File: src/rtl/dtd_pkg.sv
package dtd_pkg;
    typedef enum logic [1:0] {
        S_IDLE = 2'd0,
        S_ARM  = 2'd1,
        S_HI   = 2'd2,
        S_LO   = 2'd3
    } dtd_state_e;
endpackage

File: src/rtl/dtd_edge_sync.sv
module dtd_edge_sync #(
    parameter int STAGES = 2
) (
    input  logic clk,
    input  logic rst_n,
    input  logic din,
    output logic rise,
    output logic fall
);
    // sh[STAGES-1] is the synchronised level, sh[STAGES] its previous value
    logic [STAGES:0] sh;

    always_ff @(posedge clk or negedge rst_n) begin
        if (!rst_n) sh <= '0;
        else        sh <= {sh[STAGES-1:0], din};
    end

    assign rise = sh[STAGES-1] & ~sh[STAGES];
    assign fall = ~sh[STAGES-1] & sh[STAGES];
endmodule

File: src/rtl/dtd_restore_div.sv
module dtd_restore_div #(
    parameter int W = 22,
    parameter int F = 16
) (
    input  logic         clk,
    input  logic         rst_n,
    input  logic         abort,
    input  logic         start,
    input  logic [W-1:0] num,
    input  logic [W-1:0] den,
    output logic [F-1:0] q,
    output logic         done,
    output logic         busy
);
    localparam int SW = $clog2(F + 1);
    localparam int PW = W + F + 1;

    logic [W-1:0]  rem, dreg, nreg;
    logic [SW-1:0] step;
    logic [W:0]    trial;

    assign trial = {rem, 1'b0};

    always_ff @(posedge clk or negedge rst_n) begin
        if (!rst_n) begin
            rem <= '0; dreg <= '0; nreg <= '0; q <= '0;
            step <= '0; busy <= 1'b0; done <= 1'b0;
        end else begin
            done <= 1'b0;
            if (abort) begin
                busy <= 1'b0;
            end else if (start) begin
                rem  <= num;
                dreg <= den;
                nreg <= num;
                q    <= '0;
                step <= '0;
                busy <= 1'b1;
            end else if (busy) begin
                if (trial >= {1'b0, dreg}) begin
                    rem <= W'(trial - {1'b0, dreg});
                    q   <= {q[F-2:0], 1'b1};
                end else begin
                    rem <= W'(trial);
                    q   <= {q[F-2:0], 1'b0};
                end
                step <= step + 1'b1;
                if (step == SW'(F - 1)) begin
                    busy <= 1'b0;
                    done <= 1'b1;
                end
            end
        end
    end

    // quotient is the floor of num*2^F/den
    p_div_exact_r3: assert property (@(posedge clk) disable iff (!rst_n)
        done |-> ((PW'(q) * PW'(dreg) <= (PW'(nreg) << F)) &&
                  ((PW'(q) + 1'b1) * PW'(dreg) > (PW'(nreg) << F))));
endmodule

File: src/rtl/duty_temp_demod.sv
module duty_temp_demod #(
    parameter int CNT_W  = 18,
    parameter int NPER   = 8,
    parameter int FRAC_W = 16,
    parameter int B_Q    = 19661,
    parameter int RECIP  = 3478,
    parameter int RSHIFT = 16,
    parameter int TEMP_W = 16
) (
    input  logic                     clk,
    input  logic                     rst_n,
    input  logic                     sense_in,
    input  logic                     start,
    input  logic                     cont_en,
    input  logic                     avg_mode,
    output logic                     res_valid,
    output logic [FRAC_W-1:0]        duty_q,
    output logic signed [TEMP_W-1:0] temp_q,
    output logic                     err
);
    import dtd_pkg::*;

    localparam int IDX_W  = $clog2(NPER);
    localparam int SUM_W  = CNT_W + 1 + IDX_W;
    localparam int ACC_W  = FRAC_W + IDX_W;
    localparam int PROD_W = FRAC_W + 2 + 18;
    localparam logic [CNT_W-1:0] CNT_MAX = {CNT_W{1'b1}};
    localparam logic signed [FRAC_W+1:0] B_S     = (FRAC_W+2)'(B_Q);
    localparam logic signed [PROD_W-1:0] RECIP_S = PROD_W'(RECIP);

    dtd_state_e state, state_nxt;

    logic             rise, fall, tmo, last, period_end;
    logic [CNT_W-1:0] cnt, th_r;
    logic [IDX_W-1:0] pidx;
    logic [SUM_W-1:0] sum_h, sum_t, div_num, div_den;
    logic [ACC_W-1:0] acc, acc_sum;
    logic             fin_pend, mode_r;
    logic             div_start, div_done, div_busy, div_abort;
    logic [FRAC_W-1:0] div_q, duty_nxt;
    logic signed [FRAC_W+1:0] dm;
    logic signed [PROD_W-1:0] prod;

    dtd_edge_sync #(.STAGES(2)) sync_i (
        .clk(clk), .rst_n(rst_n), .din(sense_in), .rise(rise), .fall(fall)
    );

    dtd_restore_div #(.W(SUM_W), .F(FRAC_W)) div_i (
        .clk(clk), .rst_n(rst_n), .abort(div_abort), .start(div_start),
        .num(div_num), .den(div_den), .q(div_q), .done(div_done), .busy(div_busy)
    );

    assign last       = (pidx == IDX_W'(NPER - 1));
    assign period_end = (state == S_LO) && rise && !start;
    assign div_start  = period_end && (!mode_r || last);
    assign div_abort  = start || tmo;
    assign div_num    = mode_r ? sum_h + SUM_W'(th_r) : SUM_W'(th_r);
    assign div_den    = mode_r ? sum_t + SUM_W'(th_r) + SUM_W'(cnt)
                               : SUM_W'(th_r) + SUM_W'(cnt);

    // timeout: counter at its ceiling with no awaited edge this cycle
    always_comb begin
        tmo = 1'b0;
        if (!start && cnt == CNT_MAX) begin
            unique case (state)
                S_ARM:   tmo = !(rise || fall);
                S_HI:    tmo = !fall;
                S_LO:    tmo = !rise;
                default: tmo = 1'b0;
            endcase
        end
    end

    always_comb begin
        state_nxt = state;
        unique case (state)
            S_IDLE: if (start) state_nxt = S_ARM;
            S_ARM: begin
                if (start)     state_nxt = S_ARM;
                else if (rise) state_nxt = S_HI;
                else if (tmo)  state_nxt = S_IDLE;
            end
            S_HI: begin
                if (start)     state_nxt = S_ARM;
                else if (fall) state_nxt = S_LO;
                else if (tmo)  state_nxt = S_IDLE;
            end
            S_LO: begin
                if (start)     state_nxt = S_ARM;
                else if (rise) state_nxt = (last && !cont_en) ? S_IDLE : S_HI;
                else if (tmo)  state_nxt = S_IDLE;
            end
            default: state_nxt = S_IDLE;
        endcase
    end

    always_ff @(posedge clk or negedge rst_n) begin
        if (!rst_n) state <= S_IDLE;
        else        state <= state_nxt;
    end

    // result arithmetic
    assign acc_sum  = acc + ACC_W'(div_q);
    assign duty_nxt = mode_r ? div_q : FRAC_W'(acc_sum >> IDX_W);
    assign dm       = $signed({2'b00, duty_nxt}) - B_S;
    assign prod     = PROD_W'(dm) * RECIP_S;

    always_ff @(posedge clk or negedge rst_n) begin
        if (!rst_n) begin
            res_valid <= 1'b0; duty_q <= '0; temp_q <= '0; err <= 1'b0;
            cnt <= '0; th_r <= '0; pidx <= '0; sum_h <= '0; sum_t <= '0;
            acc <= '0; fin_pend <= 1'b0; mode_r <= 1'b0;
        end else begin
            res_valid <= 1'b0;
            if (start) begin
                err <= 1'b0; mode_r <= avg_mode; cnt <= '0; pidx <= '0;
                sum_h <= '0; sum_t <= '0; acc <= '0; fin_pend <= 1'b0;
            end else if (tmo) begin
                err <= 1'b1; pidx <= '0;
                sum_h <= '0; sum_t <= '0; acc <= '0; fin_pend <= 1'b0;
            end else begin
                unique case (state)
                    S_ARM: cnt <= (rise || fall) ? CNT_W'(1) : cnt + 1'b1;
                    S_HI: begin
                        if (fall) begin
                            th_r <= cnt;
                            cnt  <= CNT_W'(1);
                        end else begin
                            cnt <= cnt + 1'b1;
                        end
                    end
                    S_LO: begin
                        if (rise) begin
                            cnt <= CNT_W'(1);
                            if (last) begin
                                pidx     <= '0;
                                fin_pend <= 1'b1;
                                sum_h    <= '0;
                                sum_t    <= '0;
                            end else begin
                                pidx  <= pidx + 1'b1;
                                sum_h <= sum_h + SUM_W'(th_r);
                                sum_t <= sum_t + SUM_W'(th_r) + SUM_W'(cnt);
                            end
                        end else begin
                            cnt <= cnt + 1'b1;
                        end
                    end
                    default: ;
                endcase
                if (div_done) begin
                    if (fin_pend) begin
                        res_valid <= 1'b1;
                        duty_q    <= duty_nxt;
                        temp_q    <= TEMP_W'(prod >>> RSHIFT);
                        acc       <= '0;
                        fin_pend  <= 1'b0;
                    end else begin
                        acc <= acc_sum;
                    end
                end
            end
        end
    end

    // result strobe lasts one cycle
    p_valid_pulse_r6: assert property (@(posedge clk) disable iff (!rst_n)
        res_valid |=> !res_valid);
    // an aborted measurement yields no result while flagged
    p_err_no_result_r9: assert property (@(posedge clk) disable iff (!rst_n)
        err |-> !res_valid);
    // a period division is only launched on an idle divider
    p_div_free_r2: assert property (@(posedge clk) disable iff (!rst_n)
        div_start |-> !div_busy);
    // counting opens on the first rising edge after arming
    p_arm_open_r1: assert property (@(posedge clk) disable iff (!rst_n)
        (state == S_ARM && rise && !start) |=> (state == S_HI));
    // closing edge of a single group returns the controller to idle
    p_single_idle_r8: assert property (@(posedge clk) disable iff (!rst_n)
        (period_end && last && !cont_en) |=> (state == S_IDLE));
endmodule

File: config.mk
export PLATFORM = sky130hd
export DESIGN_NAME = duty_temp_demod
export DESIGN_NICKNAME = d
export VERILOG_FILES = /design/src/rtl/dtd_pkg.sv /design/src/rtl/dtd_edge_sync.sv /design/src/rtl/dtd_restore_div.sv /design/src/rtl/duty_temp_demod.sv
export SDC_FILE = /design/constraint.sdc
export NUM_CORES = 1
export LEC_CHECK = 0
export BUFFER_PORTS_ARGS = -buffer_cell sky130_fd_sc_hd__buf_2
export CAP_MARGIN = 20
export CORE_AREA = 2 2 171 173
export DETAILED_ROUTE_END_ITERATION = 8
export DIE_AREA = 0 0 173 175
export PLACE_DENSITY = 0.81
export SLEW_MARGIN = 20
export SYNTH_ARGS = -nofsm -noshare
export SYNTH_HDL_FRONTEND = slang
export SYNTH_SLANG_ARGS = --single-unit
export TNS_END_PERCENT = 1
File: constraint.sdc
create_clock -name clk -period 10.08 [get_ports clk]
set_input_delay 0.504 -clock clk [delete_from_list [all_inputs] [get_ports clk]]
set_output_delay 0.504 -clock clk [all_outputs]
set_load 0.01 [all_outputs]
==> impl_metrics.yaml <==
sta:
  tightest_slew_ns: 0.948
  finClkSkew_ns: 0.0160
  grt_setup_unrepaired: "false"
  fin_crit_ns: 8.45
  hold_viol_final: 0
  max_freq_ghz: 0.118
  period_share: 0.838
  fin_tns_setup_ns: 0
  finalSetupViolations: 0
  slew-limit-headroom: 0.364
  drv_slew: 0
drt:
  antenna_left: 0
  post_drt_wl_per_cell_um: 18.4
  via_count: 14500
  drt_iter0_drc: 867
  drc_errors: 0
  dr.pass1.iters: 7
  totalWireLength_mm: 43.6
  viasPerCell: 6.15
grt:
  grt_pass1_vias: 14800
  grt_max_degree: 85
  grt_antenna_before_repair: 0
  grt-ovfl-total: 0
  gr-usage-all-layers: 0.292
  grt_pass1_wl_mm: 73.1
logic_synthesis:
  synth_fp_nets: 2236
  netlist_area_mm2: 0.0182
  synth-edff-count: 0
  postSynthAreaPerCell_um2: 9.33
  synth_ff_type: "dfrtp_1"
  syn_inst: 1946
  synth_cell_types: 99
  synth_seq_cells: 208
  seq_area_frac_synth: 0.287
  async_flop_share: 1.00
  yosysWarnings: 0
layout:
  multi_input_area_mm2: 0.0119
  fin_cells: 2362
  final_common_cell: "inv_1"
  fin_util: 0.687
  drive_gt1_frac: 0.0915
  fillers: 2167
  regArea_mm2: 0.00521
  final_cell_mix: "208 x inv_1, 207 x dfrtp_1, 193 x ha_1"
  synthToLayoutAreaGrowth_pct: 7.49
  final_nets: 2251
  antennaDiodeCount: 0
clock_tree:
  ctsResizeCount: 0
  postCtsSetupBuffers: 0
  clockRootBuffer: "clkbuf_16"
  cts.clk_slew.worst_paths_ns: 0.06
  cts_tree: "built"
  ctsHtreeMaxLevel: 1
  clock_latency_ns: 0.55
  cts.sinks: 208
  clockBufferDepth: 3
  hold_buffers: 1
  cts_buffers: 25
min_path:
  worstHoldStart: "sense_in"
  min_path_type: "input pin to register"
floorplanning:
  fp.dieArea_mm2: 0.0303
  fp.dieW_um: 173
  start_util: 0.639
  core_area_mm2: 0.0284
  pin_count: 40
  rows: 62
  die_y_um: 175
place:
  dp_hpwl_mm: 33.2
  finalWeightedCongestion: 0.948
  io_buffer_count: 39
  placed_cells: 2317
setup_path:
  critPathLaunchType: "register"
  cp.required_ns: 10.48
  path_max_fanout: 5
  critPathMaxStageDelay_ns: 0.55
  end_kind: "register"
  cp.arrival_ns: 8.85
  cp-startpoint: "div_i.q[0]"
  r2r_start: "div_i.q[0]"
  worstSetupPathType: "register to register"
  cpMaxStageDelayCell: "fa_1"
pwr:
  ir_worst_vdd_mv: 0.251
  p_per_area_mw_per_mm2: 248
  p_leak_nw: 9.79
run_status:
  status: "finished, final reports clean"
flow_run:
  max-cap-violations: 0
-- cell usage after synthesis, drive strengths merged (27+ instances only) --
cell,n,share of area
xor2,52,0.026
inv,209,0.043
dfrtp,208,0.29
a22o,60,0.029
nor3,38,0.010
clkbuf,48,0.011
nand2,163,0.034
nor2,111,0.023
fa,91,0.10
xnor2,69,0.035
a21o,49,0.020
a211oi,27,0.012
ha,193,0.13
o21ai,144,0.040
a21oi,103,0.030
-- metal layers --
| layer | routed length, um | up-vias | global-route usage | part of all wire |
|---|---|---|---|---|
| li1 | - | 6899 | - | - |
| met2 | 22000 | 358 | 0.524 | 0.51 |
| met5 | 0 | - | 0 | 0 |
| met3 | 1760 | 116 | 0.0311 | 0.040 |
| met4 | 1670 | 0 | 0.109 | 0.038 |
| met1 | 18100 | 7143 | 0.365 | 0.42 |
-- path summary, 6_finish.rpt --
check	endpoint	slack (ns)	depth (start not counted)
worst max-delay path	temp_q[14]	1.63	32
worst min-delay path	sync_i.sh[0]	0.07	1
worst max register to register	temp_q[14]	1.63	32
worst min register to register	sync_i.sh[1]	0.38	0
max in group asynchronous	sum_t[3]	7.47	4
min in group asynchronous	acc[15]	0.56	2
-- state kept, by name, indices dropped and copies added (netlist names), 2 cells and up --
register	cells
duty_q	16
sum_h	22
th_r	18
pidx	3
div_i.dreg	22
acc	19
cnt	18
div_i.step	5
div_i.q	16
state	2
sync_i.sh	3
div_i.rem	22
temp_q	14
sum_t	22
-- power breakdown --
group / switching (mW) / internal (mW)
Clock: 0.370 / 0.543
Combinational: 1.66 / 1.26
Sequential: 0.0786 / 0.922
Total: 2.11 / 2.73
-- cells by family (layout without fill, tap and decap cells) --
kind of cell	Yosys count	count (layout)	share of synthesized area
XOR/XNOR	122	122	0.0620
buffers and inverters	278	310	0.0609
adder cells (fa/ha/maj)	284	284	0.233
multiplexers	43	43	0.0254
AO/OA/AOI/OAI	559	559	0.215
flip-flops	208	208	0.287
AND/OR/NAND/NOR	452	452	0.117
-- final cells by class --
class / instances / share of cell area
clock buffers: 33 / 0.0362
clock inverters: 11 / 0.00628
inverters: 210 / 0.0404
multi-input cells: 1460 / 0.609
flip-flops and latches: 208 / 0.267
well taps: 384 / 0.0246
repair buffers: 56 / 0.0172
-- worst max-delay path: cells and delay by family (launching register included) --
kind	cells	cell delay, ns
compound gates	11	2.63
fa+ha+maj	9	3.81
buf+inv	5	0.32
mux	1	0.11
flops	1	0.41
simple gates	4	0.67
xor+xnor	2	0.37
-- through the flow --
stage	instance area [um^2]	hold WS (ns)	setup WS (ns)	total power [mW]
after global routing	19500	0.0609	1.11	5.31
final	19500	0.0678	1.63	4.84
after floorplan	18200	0.208	2.59	3.22
after CTS	19500	0.0504	1.68	4.85
after detailed placement	18700	0.350	1.72	3.90
after global placement	18700	0.361	1.93	3.79
Power figures use the tool's default switching activity.
